`config.mk`:
```
export PLATFORM = sky130hd
export DESIGN_NAME = ddr_pwrup_seq
export DESIGN_NICKNAME = d
export VERILOG_FILES = /design/src/rtl/ddr_init_pkg.sv /design/src/rtl/init_gap_timer.sv /design/src/rtl/init_seq_fsm.sv /design/src/rtl/init_pin_drive.sv /design/src/rtl/ddr_pwrup_seq.sv
export SDC_FILE = /design/constraint.sdc
export NUM_CORES = 1
export LEC_CHECK = 0
export BUFFER_PORTS_ARGS = -buffer_cell sky130_fd_sc_hd__buf_2
export CAP_MARGIN = 40
export CORE_MARGIN = 2
export CORE_UTILIZATION = 61
export DETAILED_ROUTE_END_ITERATION = 16
export GPL_ROUTABILITY_DRIVEN = 0
export PLACE_DENSITY_LB_ADDON = 0.12
export SYNTH_ARGS = -nofsm -noshare
export SYNTH_HDL_FRONTEND = slang
export SYNTH_SLANG_ARGS = --single-unit
```
`constraint.sdc`:
```
create_clock -name clk -period 4.8 [get_ports clk]
set_input_delay 0.48 -clock clk [delete_from_list [all_inputs] [get_ports clk]]
set_output_delay 0.48 -clock clk [all_outputs]
set_load 0.01 [all_outputs]
```
`src/rtl/ddr_init_pkg.sv`:
```
package ddr_init_pkg;

  typedef enum logic [1:0] {
    OP_NOP  = 2'd0,
    OP_PREA = 2'd1,
    OP_MRS  = 2'd2,
    OP_REF  = 2'd3
  } seq_op_e;

  typedef enum logic [3:0] {
    S_WAIT_PWR = 4'd0,
    S_CKE_UP   = 4'd1,
    S_PRE1     = 4'd2,
    S_G_PRE1   = 4'd3,
    S_EMRS     = 4'd4,
    S_G_EMRS   = 4'd5,
    S_MRS_DLL  = 4'd6,
    S_G_LOCK   = 4'd7,
    S_PRE2     = 4'd8,
    S_G_PRE2   = 4'd9,
    S_REF      = 4'd10,
    S_G_REF    = 4'd11,
    S_MRS_OP   = 4'd12,
    S_G_MRS_OP = 4'd13,
    S_DONE     = 4'd14
  } seq_state_e;

endpackage

```
`src/rtl/init_gap_timer.sv`:
```
module init_gap_timer #(
  parameter int CW      = 16,
  parameter int RST_VAL = 0
) (
  input  logic          clk,
  input  logic          rst,
  input  logic          load,
  input  logic [CW-1:0] load_val,
  output logic          zero
);

  logic [CW-1:0] cnt;

  always_ff @(posedge clk) begin
    if (rst)
      cnt <= CW'(RST_VAL);
    else if (load)
      cnt <= load_val;
    else if (cnt != '0)
      cnt <= cnt - 1'b1;
  end

  assign zero = (cnt == '0);

  // once drained and not reloaded, the count must not wrap
  assert_timer_floor_R7: assert property (@(posedge clk) disable iff (rst)
    (zero && !load) |=> zero);

endmodule

```
`src/rtl/init_seq_fsm.sv`:
```
module init_seq_fsm
  import ddr_init_pkg::*;
#(
  parameter int          ADDR_W         = 12,
  parameter int          CW             = 16,
  parameter int          TRP_CYC        = 3,
  parameter int          TRFC_CYC       = 9,
  parameter int          MRD_CYC        = 2,
  parameter int          DLL_LOCK_CYC   = 200,
  parameter int          REF_COUNT      = 2,
  parameter logic [11:0] MODE_WORD      = 12'h031,
  parameter bit          DRIVE_HALF     = 1'b0,
  parameter bit          SKIP_DLL_RESET = 1'b0
) (
  input  logic              clk,
  input  logic              rst,
  input  logic              t_zero,
  output logic              t_load,
  output logic [CW-1:0]     t_val,
  output seq_op_e           op,
  output logic [1:0]        ba_o,
  output logic [ADDR_W-1:0] addr_o,
  output logic              cke_o,
  output logic              done_o
);

  localparam int TRP_G  = (TRP_CYC < 2) ? 2 : TRP_CYC;
  localparam int TRFC_G = (TRFC_CYC < 2) ? 2 : TRFC_CYC;
  localparam int MRD_G  = (MRD_CYC < 2) ? 2 : MRD_CYC;
  localparam int LOCK_G = (DLL_LOCK_CYC < MRD_G) ? MRD_G : DLL_LOCK_CYC;
  localparam int RW     = $clog2(REF_COUNT + 1);

  localparam logic [ADDR_W-1:0] BIT_A8    = ADDR_W'(1) << 8;
  localparam logic [ADDR_W-1:0] BIT_A10   = ADDR_W'(1) << 10;
  localparam logic [ADDR_W-1:0] MODE_BASE = ADDR_W'(MODE_WORD);
  localparam logic [ADDR_W-1:0] MODE_RST  = MODE_BASE | BIT_A8;
  localparam logic [ADDR_W-1:0] MODE_RUN  = MODE_BASE & ~BIT_A8;
  localparam logic [ADDR_W-1:0] EXT_WORD  = ADDR_W'({DRIVE_HALF, 1'b0});

  seq_state_e       state, state_nx;
  logic [RW-1:0]    ref_cnt;

  always_ff @(posedge clk) begin
    if (rst) begin
      state   <= S_WAIT_PWR;
      ref_cnt <= '0;
    end else begin
      state <= state_nx;
      if (state == S_REF)
        ref_cnt <= ref_cnt + 1'b1;
    end
  end

  always_comb begin
    state_nx = state;
    op       = OP_NOP;
    ba_o     = 2'b00;
    addr_o   = '0;
    cke_o    = 1'b1;
    done_o   = 1'b0;
    t_load   = 1'b0;
    t_val    = '0;
    unique case (state)
      S_WAIT_PWR: begin
        cke_o = 1'b0;
        if (t_zero) state_nx = S_CKE_UP;
      end
      S_CKE_UP: state_nx = S_PRE1;
      S_PRE1: begin
        op       = OP_PREA;
        addr_o   = BIT_A10;
        t_load   = 1'b1;
        t_val    = CW'(TRP_G - 2);
        state_nx = S_G_PRE1;
      end
      S_G_PRE1: if (t_zero) state_nx = S_EMRS;
      S_EMRS: begin
        op     = OP_MRS;
        ba_o   = 2'b01;
        addr_o = EXT_WORD;
        t_load = 1'b1;
        if (SKIP_DLL_RESET) begin
          t_val    = CW'(LOCK_G - 2);
          state_nx = S_G_LOCK;
        end else begin
          t_val    = CW'(MRD_G - 2);
          state_nx = S_G_EMRS;
        end
      end
      S_G_EMRS: if (t_zero) state_nx = S_MRS_DLL;
      S_MRS_DLL: begin
        op       = OP_MRS;
        addr_o   = MODE_RST;
        t_load   = 1'b1;
        t_val    = CW'(LOCK_G - 2);
        state_nx = S_G_LOCK;
      end
      S_G_LOCK: if (t_zero) state_nx = S_PRE2;
      S_PRE2: begin
        op       = OP_PREA;
        addr_o   = BIT_A10;
        t_load   = 1'b1;
        t_val    = CW'(TRP_G - 2);
        state_nx = S_G_PRE2;
      end
      S_G_PRE2: if (t_zero) state_nx = S_REF;
      S_REF: begin
        op       = OP_REF;
        t_load   = 1'b1;
        t_val    = CW'(TRFC_G - 2);
        state_nx = S_G_REF;
      end
      S_G_REF: begin
        if (t_zero)
          state_nx = (ref_cnt >= RW'(REF_COUNT)) ? S_MRS_OP : S_REF;
      end
      S_MRS_OP: begin
        op       = OP_MRS;
        addr_o   = MODE_RUN;
        t_load   = 1'b1;
        t_val    = CW'(MRD_G - 2);
        state_nx = S_G_MRS_OP;
      end
      S_G_MRS_OP: if (t_zero) state_nx = S_DONE;
      S_DONE: done_o = 1'b1;
      default: state_nx = S_WAIT_PWR;
    endcase
  end

  // the refresh tally never runs past its programmed count
  assert_ref_bound_R7: assert property (@(posedge clk) disable iff (rst)
    ref_cnt <= RW'(REF_COUNT));

endmodule

```
`src/rtl/init_pin_drive.sv`:
```
module init_pin_drive
  import ddr_init_pkg::*;
#(
  parameter int ADDR_W = 12
) (
  input  logic              clk,
  input  logic              rst,
  input  seq_op_e           op,
  input  logic [1:0]        ba_i,
  input  logic [ADDR_W-1:0] addr_i,
  input  logic              cke_i,
  input  logic              done_i,
  output logic              cke,
  output logic              cs_n,
  output logic              ras_n,
  output logic              cas_n,
  output logic              we_n,
  output logic [1:0]        ba,
  output logic [ADDR_W-1:0] addr,
  output logic              init_done
);

  logic [2:0] strobes;

  always_comb begin
    unique case (op)
      OP_PREA: strobes = 3'b010;
      OP_MRS:  strobes = 3'b000;
      OP_REF:  strobes = 3'b001;
      default: strobes = 3'b111;
    endcase
  end

  always_ff @(posedge clk) begin
    if (rst) begin
      cke       <= 1'b0;
      cs_n      <= 1'b0;
      {ras_n, cas_n, we_n} <= 3'b111;
      ba        <= 2'b00;
      addr      <= '0;
      init_done <= 1'b0;
    end else begin
      cke       <= cke_i;
      cs_n      <= 1'b0;
      {ras_n, cas_n, we_n} <= strobes;
      ba        <= ba_i;
      addr      <= addr_i;
      init_done <= done_i;
    end
  end

  assert_nop_cke_low_R1: assert property (@(posedge clk) disable iff (rst)
    !cke |-> (!cs_n && ras_n && cas_n && we_n));

  assert_cke_hold_R2: assert property (@(posedge clk) disable iff (rst)
    cke |=> cke);

  assert_nop_after_mrs_R6: assert property (@(posedge clk) disable iff (rst)
    (!cs_n && !ras_n && !cas_n && !we_n) |=> (ras_n && cas_n && we_n));

  assert_done_hold_R9: assert property (@(posedge clk) disable iff (rst)
    init_done |=> (init_done && ras_n && cas_n && we_n));

endmodule

```
`src/rtl/ddr_pwrup_seq.sv`:
```
module ddr_pwrup_seq
  import ddr_init_pkg::*;
#(
  parameter int          ADDR_W         = 12,
  parameter int          STARTUP_CYC    = 25000,
  parameter int          TRP_CYC        = 3,
  parameter int          TRFC_CYC       = 9,
  parameter int          MRD_CYC        = 2,
  parameter int          DLL_LOCK_CYC   = 200,
  parameter int          REF_COUNT      = 2,
  parameter logic [11:0] MODE_WORD      = 12'h031,
  parameter bit          DRIVE_HALF     = 1'b0,
  parameter bit          SKIP_DLL_RESET = 1'b0
) (
  input  logic              clk,
  input  logic              rst,
  output logic              cke,
  output logic              cs_n,
  output logic              ras_n,
  output logic              cas_n,
  output logic              we_n,
  output logic [1:0]        ba,
  output logic [ADDR_W-1:0] addr,
  output logic              init_done
);

  localparam int START_G = (STARTUP_CYC < 1) ? 1 : STARTUP_CYC;
  localparam int M1      = (START_G > DLL_LOCK_CYC) ? START_G : DLL_LOCK_CYC;
  localparam int M2      = (M1 > TRFC_CYC) ? M1 : TRFC_CYC;
  localparam int M3      = (M2 > TRP_CYC) ? M2 : TRP_CYC;
  localparam int MAXV    = (M3 > MRD_CYC) ? M3 : MRD_CYC;
  localparam int CW      = $clog2(MAXV + 1);

  logic              t_zero, t_load;
  logic [CW-1:0]     t_val;
  seq_op_e           op;
  logic [1:0]        ba_c;
  logic [ADDR_W-1:0] addr_c;
  logic              cke_c, done_c;

  init_gap_timer #(.CW(CW), .RST_VAL(START_G - 1)) u_timer (
    .clk(clk), .rst(rst), .load(t_load), .load_val(t_val), .zero(t_zero)
  );

  init_seq_fsm #(
    .ADDR_W(ADDR_W), .CW(CW), .TRP_CYC(TRP_CYC), .TRFC_CYC(TRFC_CYC),
    .MRD_CYC(MRD_CYC), .DLL_LOCK_CYC(DLL_LOCK_CYC), .REF_COUNT(REF_COUNT),
    .MODE_WORD(MODE_WORD), .DRIVE_HALF(DRIVE_HALF), .SKIP_DLL_RESET(SKIP_DLL_RESET)
  ) u_fsm (
    .clk(clk), .rst(rst), .t_zero(t_zero), .t_load(t_load), .t_val(t_val),
    .op(op), .ba_o(ba_c), .addr_o(addr_c), .cke_o(cke_c), .done_o(done_c)
  );

  init_pin_drive #(.ADDR_W(ADDR_W)) u_pins (
    .clk(clk), .rst(rst), .op(op), .ba_i(ba_c), .addr_i(addr_c),
    .cke_i(cke_c), .done_i(done_c), .cke(cke), .cs_n(cs_n), .ras_n(ras_n),
    .cas_n(cas_n), .we_n(we_n), .ba(ba), .addr(addr), .init_done(init_done)
  );

endmodule

```
==> metrics.md, run 1 <==
| Metric | Value |
|---|---|
| Share of the synthesized area in the top cell type | `36.9%` |
| Post-Syn Area | `1630 sq um` |
| Final #Nets | `197` |
| Fin crit share | `42.2%` |
| Crit Path Max Fanout | `6` |
| Slowest stage cell, crit path | `or4_1` |
| Sw Share | `31.0%` |
| Final ANT Viol Nets | `0` |
| Maximum vdd drop | `0.258 mV` |
| Net Switching | `170 uW` |
| Wirelength per Cell | `15.0 um` |
| GRT Residual Overflow | `0` |
| Avg Vias per Cell | `6.10` |
| Post-synth top flop | `dfxtp_1` |
| Row count | `18` |
| Root buf cell | `clkbuf_4` |
| CTS buffer count | `5` |
| Worst skew pair latency | `330 ps` |
| Final setup viols | `0` |
| Clock-pin transition on the worst setup and hold timing paths | `90 ps` |
| Total GRT Usage | `22.1%` |
| Seq pwr share | `54.3%` |
| PwrDens | `330 nW/um^2` |
| Power, Total | `547 uW` |
| Worst-Margin Slew | `514 ps` |
| Leak | `0.000613 uW` |
| Crit-path leading delay family | `simple AND/OR/NAND/NOR gates` |
| Area contributors post-synth | `dfxtp_1, buf_4, nand2_1` |
| Skew final | `8.23 ps` |
| First-pass GRT wire length | `5440 um` |
| Port buffer count | `12` |
| Cells after Synth | `185` |
| Largest net degree at the start of global routing | `18` |
| DRC errors left | `0` |
| #FFs+latches synth | `30` |
| Antenna violations before repair | `0` |
| P_int | `378 uW` |
| Post-synth cell types | `46` |
| Setup crit start kind | `register` |
| Min Tclk post-route | `2030 ps` |
| CP cell instances | `inv_1, ha_1, nor3b_1, nand2_1, or4_1, a21oi_1` |
| Status | `complete, no violations` |
| Most common cell in the synthesized netlist | `dfxtp_1` |
| Clock Tree Buf Depth | `2` |
| WL met3 | `131 um` |
| Area leader, netlist | `dfxtp_1` |
| Vias in the first global route | `1242` |
| Comb pwr share | `16.3%` |
| DR WL met2 | `1690 um` |
| Avg Inst Size Synth | `8.80 sq um` |
| PostCTS Resize Cnt | `0` |
| Cts hold-fix bufs | `0` |
| CTS tree | `built` |
| Slew Viols, Final | `0` |
| Worst hold stages | `2` |
| Drt pass-1 iters | `4` |
| DRT Wirelength | `3350 um` |
| Worst R2R Setup Slack | `2770 ps` |
| Core area | `2500 sq um` |
| Max Cap Viol | `0` |
| Synth cell count leaders | `dfxtp_1, nand2_1, buf_4, nor2_1, a21oi_1` |
| Die area | `3100 sq um` |
| Crit path DAT | `2290 ps` |
| Htree depth | `2` |
| Starting Density | `65.1%` |
| Clk pwr share | `29.3%` |
| Num Clock Sinks | `30` |
| Synth Warn # | `0` |
| Async SR Flop Fraction | `0%` |
| Area Overhead vs Synth | `1.92%` |
| Crit. End Element | `register` |
| Required time worst endpoint | `5060 ps` |
| Max_slew headroom | `65.7%` |
| Die H | `55.7 um` |
| # diodes | `0` |
| DRT iter0 DRCs | `59` |
| Share of cells above drive strength 1 | `18.1%` |
| Post-DP HPWL | `2410 um` |
| Hold crit path type | `reg -> reg` |
| Crit path largest cell delay | `510 ps` |
| Critical path class | `reg -> reg` |
| RSZ-0062 raised after global routing | `no` |
| DR top layer | `met4` |
| Fmax | `494 MHz` |
| Setup TNS | `0 ps` |
| Post-CTS Setup Bufs | `0` |
| I/O pins | `22` |
| EDFF count, synth | `0` |
| FF-to-FF path depth | `6` |
| Critical Path Stages | `6` |
| Metal-1 WL | `1470 um` |
| Die width | `55.7 um` |
| Via count | `1361` |
| Seq/Total Area, Yosys | `36.9%` |
| CP Buf/Inv Count | `1` |
| Final Hold Fails | `0` |
## registers in the layout (all words and copies together), names as in the netlist
signal / flops
u_pins.init_done: 1
u_pins.addr: 3
u_fsm.ref_cnt: 2
u_pins.ras_n: 1
u_fsm.state: 4
u_pins.cas_n: 1
u_pins.we_n: 1
u_pins.cke: 1
u_pins.ba: 1
u_timer.cnt: 15
## cell usage in the layout (no fill, tap or decap), types with 3 or more instances in the layout
| cell type | n |
|---|---|
| and3_1 | 5 |
| nor3_1 | 6 |
| ha_1 | 3 |
| nand2_1 | 16 |
| or4_1 | 6 |
| dfxtp_1 | 30 |
| a21oi_1 | 10 |
| nor2_1 | 12 |
| or3_1 | 5 |
| o31ai_1 | 4 |
| conb_1 | 9 |
| nor4_1 | 5 |
| xnor2_1 | 4 |
| clkbuf_4 | 5 |
| buf_2 | 12 |
| a31oi_1 | 3 |
| o21ai_0 | 7 |
| inv_1 | 6 |
| nand3_1 | 8 |
| or2_2 | 3 |
## logic make-up (layout without fill, tap and decap cells)
logic type | after synthesis | in the layout | synth area share [%]
buffers and inverters | 26 | 26 | 11.0
adder cells (fa/ha/maj) | 3 | 3 | 2.31
XOR/XNOR | 4 | 4 | 2.15
AO/OA/AOI/OAI | 36 | 36 | 14.8
multiplexers | 1 | 1 | 0.615
other | 1 | 9 | 0.230
flip-flops | 30 | 30 | 36.9
AND/OR/NAND/NOR | 84 | 84 | 32.0
## final timing paths
kind	from	endpoint
worst max-delay path	u_timer.cnt[0]	u_timer.cnt[12]
worst min-delay path	u_timer.cnt[14]	u_timer.cnt[14]
worst max register to register	u_timer.cnt[0]	u_timer.cnt[12]
worst min register to register	u_timer.cnt[14]	u_timer.cnt[14]
## per-layer routing
metal,vias up,GRT usage (%)
li1,677,-
met1,641,27.8
met2,34,35.9
met3,9,5.35
met4,0,9.76
met5,-,0
## area by class of cell
cell class	count	area [sq um]
Tap cell	30	37.5
Fill cell	227	841
Clock buffer	7	55.1
Clock inverter	1	5.00
Sequential cell	30	601
Timing Repair Buffer	12	60.1
Inverter	6	22.5
Multi-Input combinational cell	137	878
## power by group through the flow
stage / logic (uW) / registers [uW] / clock network, uW
after floorplan: 84.7 / 293 / 0
final: 89.3 / 297 / 161
after detailed placement: 88.6 / 302 / 0
after CTS: 89.2 / 297 / 161
after global routing: 98.7 / 301 / 169
after global placement: 85.9 / 300 / 0
## per-stage QoR
step                util, %  hold slack, ps  instance area (sq um)  setup slack [ps]  instances
floorplan                 -             459                   1660              2980        193
global placement       64.0             485                   1600              2900        215
detailed placement     64.0             488                   1600              2800        215
CTS                    66.4             505                   1660              2780        223
global route           66.4             523                   1660              2590        223
finish                 66.4             503                   1660              2770        223
## worst reg2reg max path: stages (launching register included)
cell	delay, ps
dfxtp_1	360
inv_1	70
ha_1	210
nor3b_1	430
nand2_1	240
or4_1	510
a21oi_1	140
Power figures use the tool's default switching activity.
==> run 2: changes to the inputs <==
--- a/config.mk
+++ b/config.mk
@@ -5,10 +5,11 @@
 export SDC_FILE = /design/constraint.sdc
 export NUM_CORES = 1
 export LEC_CHECK = 0
+export ABC_AREA = 1
 export BUFFER_PORTS_ARGS = -buffer_cell sky130_fd_sc_hd__buf_2
 export CAP_MARGIN = 40
 export CORE_MARGIN = 2
-export CORE_UTILIZATION = 61
+export CORE_UTILIZATION = 51
 export DETAILED_ROUTE_END_ITERATION = 16
 export GPL_ROUTABILITY_DRIVEN = 0
 export PLACE_DENSITY_LB_ADDON = 0.12
==> constraint.sdc (replaced) <==
create_clock -name clk -period 1.7 [get_ports clk]
set_input_delay 0.17 -clock clk [delete_from_list [all_inputs] [get_ports clk]]
set_output_delay 0.17 -clock clk [all_outputs]
set_load 0.01 [all_outputs]
==> run 2 against run 1 <==
Clock power increased by 150%. Die area increased by 25%. Sequential cell count unchanged. Via count increased by 17%. Clock skew increased by 8.4 ps. Setup slack got worse by 2700 ps. Non-clock buffer count increased by 14. Total power increased by 110%. Worst hold slack got worse by 320 ps. Critical path type unchanged. Largest cell class unchanged. Largest power group unchanged.
==> metrics.md, run 2 <==
| Metric | Value |
|---|---|
| Die width | `62.2 um (+12%)` |
| Wirelength per Cell | `10.5 um (-30%)` |
| Maximum vdd drop | `0.455 mV (+76%)` |
| Area Overhead vs Synth | `10.3%` |
| Setup crit start kind | `register` |
| #FFs+latches synth | `30 (unchanged)` |
| Slew Viols, Final | `0 (unchanged)` |
| Die H | `62.2 um (+12%)` |
| Crit path largest cell delay | `500 ps (about the same)` |
| Min Tclk post-route | `1590 ps (-438 ps)` |
| Crit-path leading delay family | `simple AND/OR/NAND/NOR gates` |
| Drt pass-1 iters | `4 (unchanged)` |
| Post-synthesis xor/xnor area fraction | `1.01% (-1.1 points)` |
| Reg-to-reg startpoint | `u_fsm.state[3]` |
| Htree depth | `2 (unchanged)` |
| PwrDens | `613 nW/um^2 (+86%)` |
| Status | `complete, no violations` |
| Share of the synthesized area in the top cell type | `34.7% (-2.2 points)` |
| Mux contribution to synthesized area | `0% (-0.61 points)` |
| Crit Path Max Fanout | `9 (+3)` |
| CP Buf/Inv Count | `1 (unchanged)` |
| Most common cell after layout, fill and taps aside | `nand2_1` |
| I/O pins | `22 (unchanged)` |
| Num Clock Sinks | `30 (unchanged)` |
| Post-synth cell types | `27 (-41%)` |
| Max FFs per register | `15 (unchanged)` |
| EDFF count, synth | `0 (unchanged)` |
| Root buf cell | `clkbuf_4` |
| Clock-pin transition on the worst setup and hold timing paths | `100 ps (about the same)` |
| Cts hold-fix bufs | `0 (unchanged)` |
| Critical path class | `reg -> reg` |
| GRT Residual Overflow | `0 (unchanged)` |
| Starting Density | `52.6% (-12 points)` |
| Required time worst endpoint | `1920 ps (-3140 ps)` |
| Vias in the first global route | `1445 (+16%)` |
| Total GRT Usage | `19.8% (-2.3 points)` |
| CTS tree | `built` |
| Final core occ | `58.1% (-8.3 points)` |
| Crit path DAT | `1800 ps (-490 ps)` |
| Most common cell in the synthesized netlist | `nand2_1` |
| Final Hold Fails | `0 (unchanged)` |
| Seq/Total Area, Yosys | `34.7% (-2.2 points)` |
| Post-synth top flop | `dfxtp_1` |
| Fmax | `630 MHz (+28%)` |
| Avg Vias per Cell | `4.81 (-21%)` |
| Cells after Synth | `261 (+41%)` |
| Async SR Flop Fraction | `0% (unchanged)` |
| Post-CTS Setup Bufs | `0 (unchanged)` |
| DRT Wirelength | `3480 um (+3.6%)` |
| Synth cell count leaders | `nand2_1, nor2_1, dfxtp_1, inv_1, nand3_1` |
| Hold crit path type | `in -> reg` |
| Worst skew pair latency | `340 ps (about the same)` |
| RSZ-0062 raised after global routing | `no` |
| # diodes | `0 (unchanged)` |
| Worst Min Path Start | `rst` |
| Skew final | `16.6 ps (+8.38 ps)` |
| Synth Area in Compound Gates | `4.85% (-10 points)` |
| Core area | `3280 sq um (+31%)` |
| Top reg by flops | `u_timer.cnt` |
| CP cell instances | `inv_2, nor2_2, nand2_2, nand2_4, nor2_1, ha_1, or2_2` |
| Most frequent cells in the layout | `nand2_1, nor2_1, dfxtp_1` |
| Biggest regs | `u_timer.cnt: 15 flops, u_fsm.state: 4 flops, u_pins.addr: 3 flops` |
| Row count | `21 (+3)` |
| Largest family of logic cells by synthesized area | `simple AND/OR/NAND/NOR gates` |
| Layout fillers | `323 (+42%)` |
| Synth Warn # | `0 (unchanged)` |
| Largest net degree at the start of global routing | `17 (-1)` |
| DRC errors left | `0 (unchanged)` |
| Simple-gate share of the synthesized area | `42.8% (+11 points)` |
| Adder-cell share of the synthesized area | `2.17% (-0.14 points)` |
| Share of cells above drive strength 1 | `19.3% (+1.2 points)` |
| Port buffer count | `12 (unchanged)` |
| Die area | `3870 sq um (+25%)` |
| Post-DP HPWL | `2680 um (+11%)` |
| Crit. Startpoint | `u_fsm.state[3]` |
| PostCTS Resize Cnt | `0 (unchanged)` |
| Post-Syn Area | `1730 sq um (+6.2%)` |
| Setup TNS | `0 ps (unchanged)` |
| CTS buffer count | `5 (unchanged)` |
| Final ANT Viol Nets | `0 (unchanged)` |
| Crit. End Element | `register` |
| Via count | `1592 (+17%)` |
| Area contributors post-synth | `dfxtp_1, nand2_1, nor2_1` |
| Leak | `0.00101 uW (+66%)` |
| Final setup viols | `0 (unchanged)` |
| Avg Inst Size Synth | `6.63 sq um (-25%)` |
| Fin crit share | `93.3% (+51 points)` |
| Max Cap Viol | `0 (unchanged)` |
| Final #Nets | `290 (+47%)` |
| Clock Tree Buf Depth | `2 (unchanged)` |
| Antenna violations before repair | `0 (unchanged)` |
| First-pass GRT wire length | `6110 um (+12%)` |
| Slowest stage cell, crit path | `dfxtp_1` |
| Area leader, netlist | `dfxtp_1` |
| DRT iter0 DRCs | `100 (+69%)` |
-- run 2: path summary, 6_finish.rpt --
| check | end | slack, ps | cells past startpoint |
|---|---|---|---|
| max reg2reg | u_pins.ras_n | 110 | 7 |
| max | u_pins.ras_n | 110 | 7 |
| min | u_timer.cnt[12] | 180 | 2 |
| min reg2reg | u_timer.cnt[14] | 470 | 2 |
-- run 2: cell families (layout without fill, tap and decap cells) --
logic type / count (synthesis) / after routing
adder cells (fa/ha/maj): 3 / 3
other: 1 / 9
buffers and inverters: 50 / 66
AND/OR/NAND/NOR: 159 / 159
flip-flops: 30 / 30
XOR/XNOR: 2 / 2
AO/OA/AOI/OAI: 16 / 16
-- run 2: where the power goes --
| group | internal, uW | switching (uW) | leakage (uW) |
|---|---|---|---|
| logic | 19.6 | 41.2 | 0.000741 |
| clock network | 148 | 247 | 0.0000308 |
| registers | 708 | 3.92 | 0.000243 |
| total | 876 | 292 | 0.00101 |
-- run 2: area by class of cell --
| type | count | area, sq um | area share, % |
|---|---|---|---|
| inverters | 33 | 124 | 6.50 |
| clock buffers | 5 | 37.5 | 1.97 |
| flip-flops and latches | 30 | 601 | 31.5 |
| well taps | 46 | 57.6 | 3.02 |
| multi-input cells | 189 | 912 | 47.8 |
| clock inverters | 2 | 10.0 | 0.525 |
| repair buffers | 26 | 165 | 8.66 |
-- run 2: through the flow --
step                      power, uW  hold WS [ps]  std cells  area, sq um  setup WS [ps]
after floorplan                 787           239        269         1760            216
after global routing           1220           181        331         1910           23.6
final                          1170           184        331         1910            113
after CTS                      1180           173        331         1910            115
after global placement          789           463        324         1860            153
after detailed placement        789           458        324         1860            140
-- run 2: layer usage --
layer  track usage, %  vias to the layer above  wire length [um]
li1                 -                      845                 -
met5                0                        -                 0
met3             5.43                        8               118
met2             33.3                       23              1660
met4             9.72                        0                81
met1             23.4                      716              1610
-- run 2: worst register-to-register path: stages (launching register included) --
cell     delay (ps)
dfxtp_1         500
inv_2            70
nor2_2          170
nand2_2         110
nand2_4         110
nor2_1           60
ha_1            190
or2_2           260
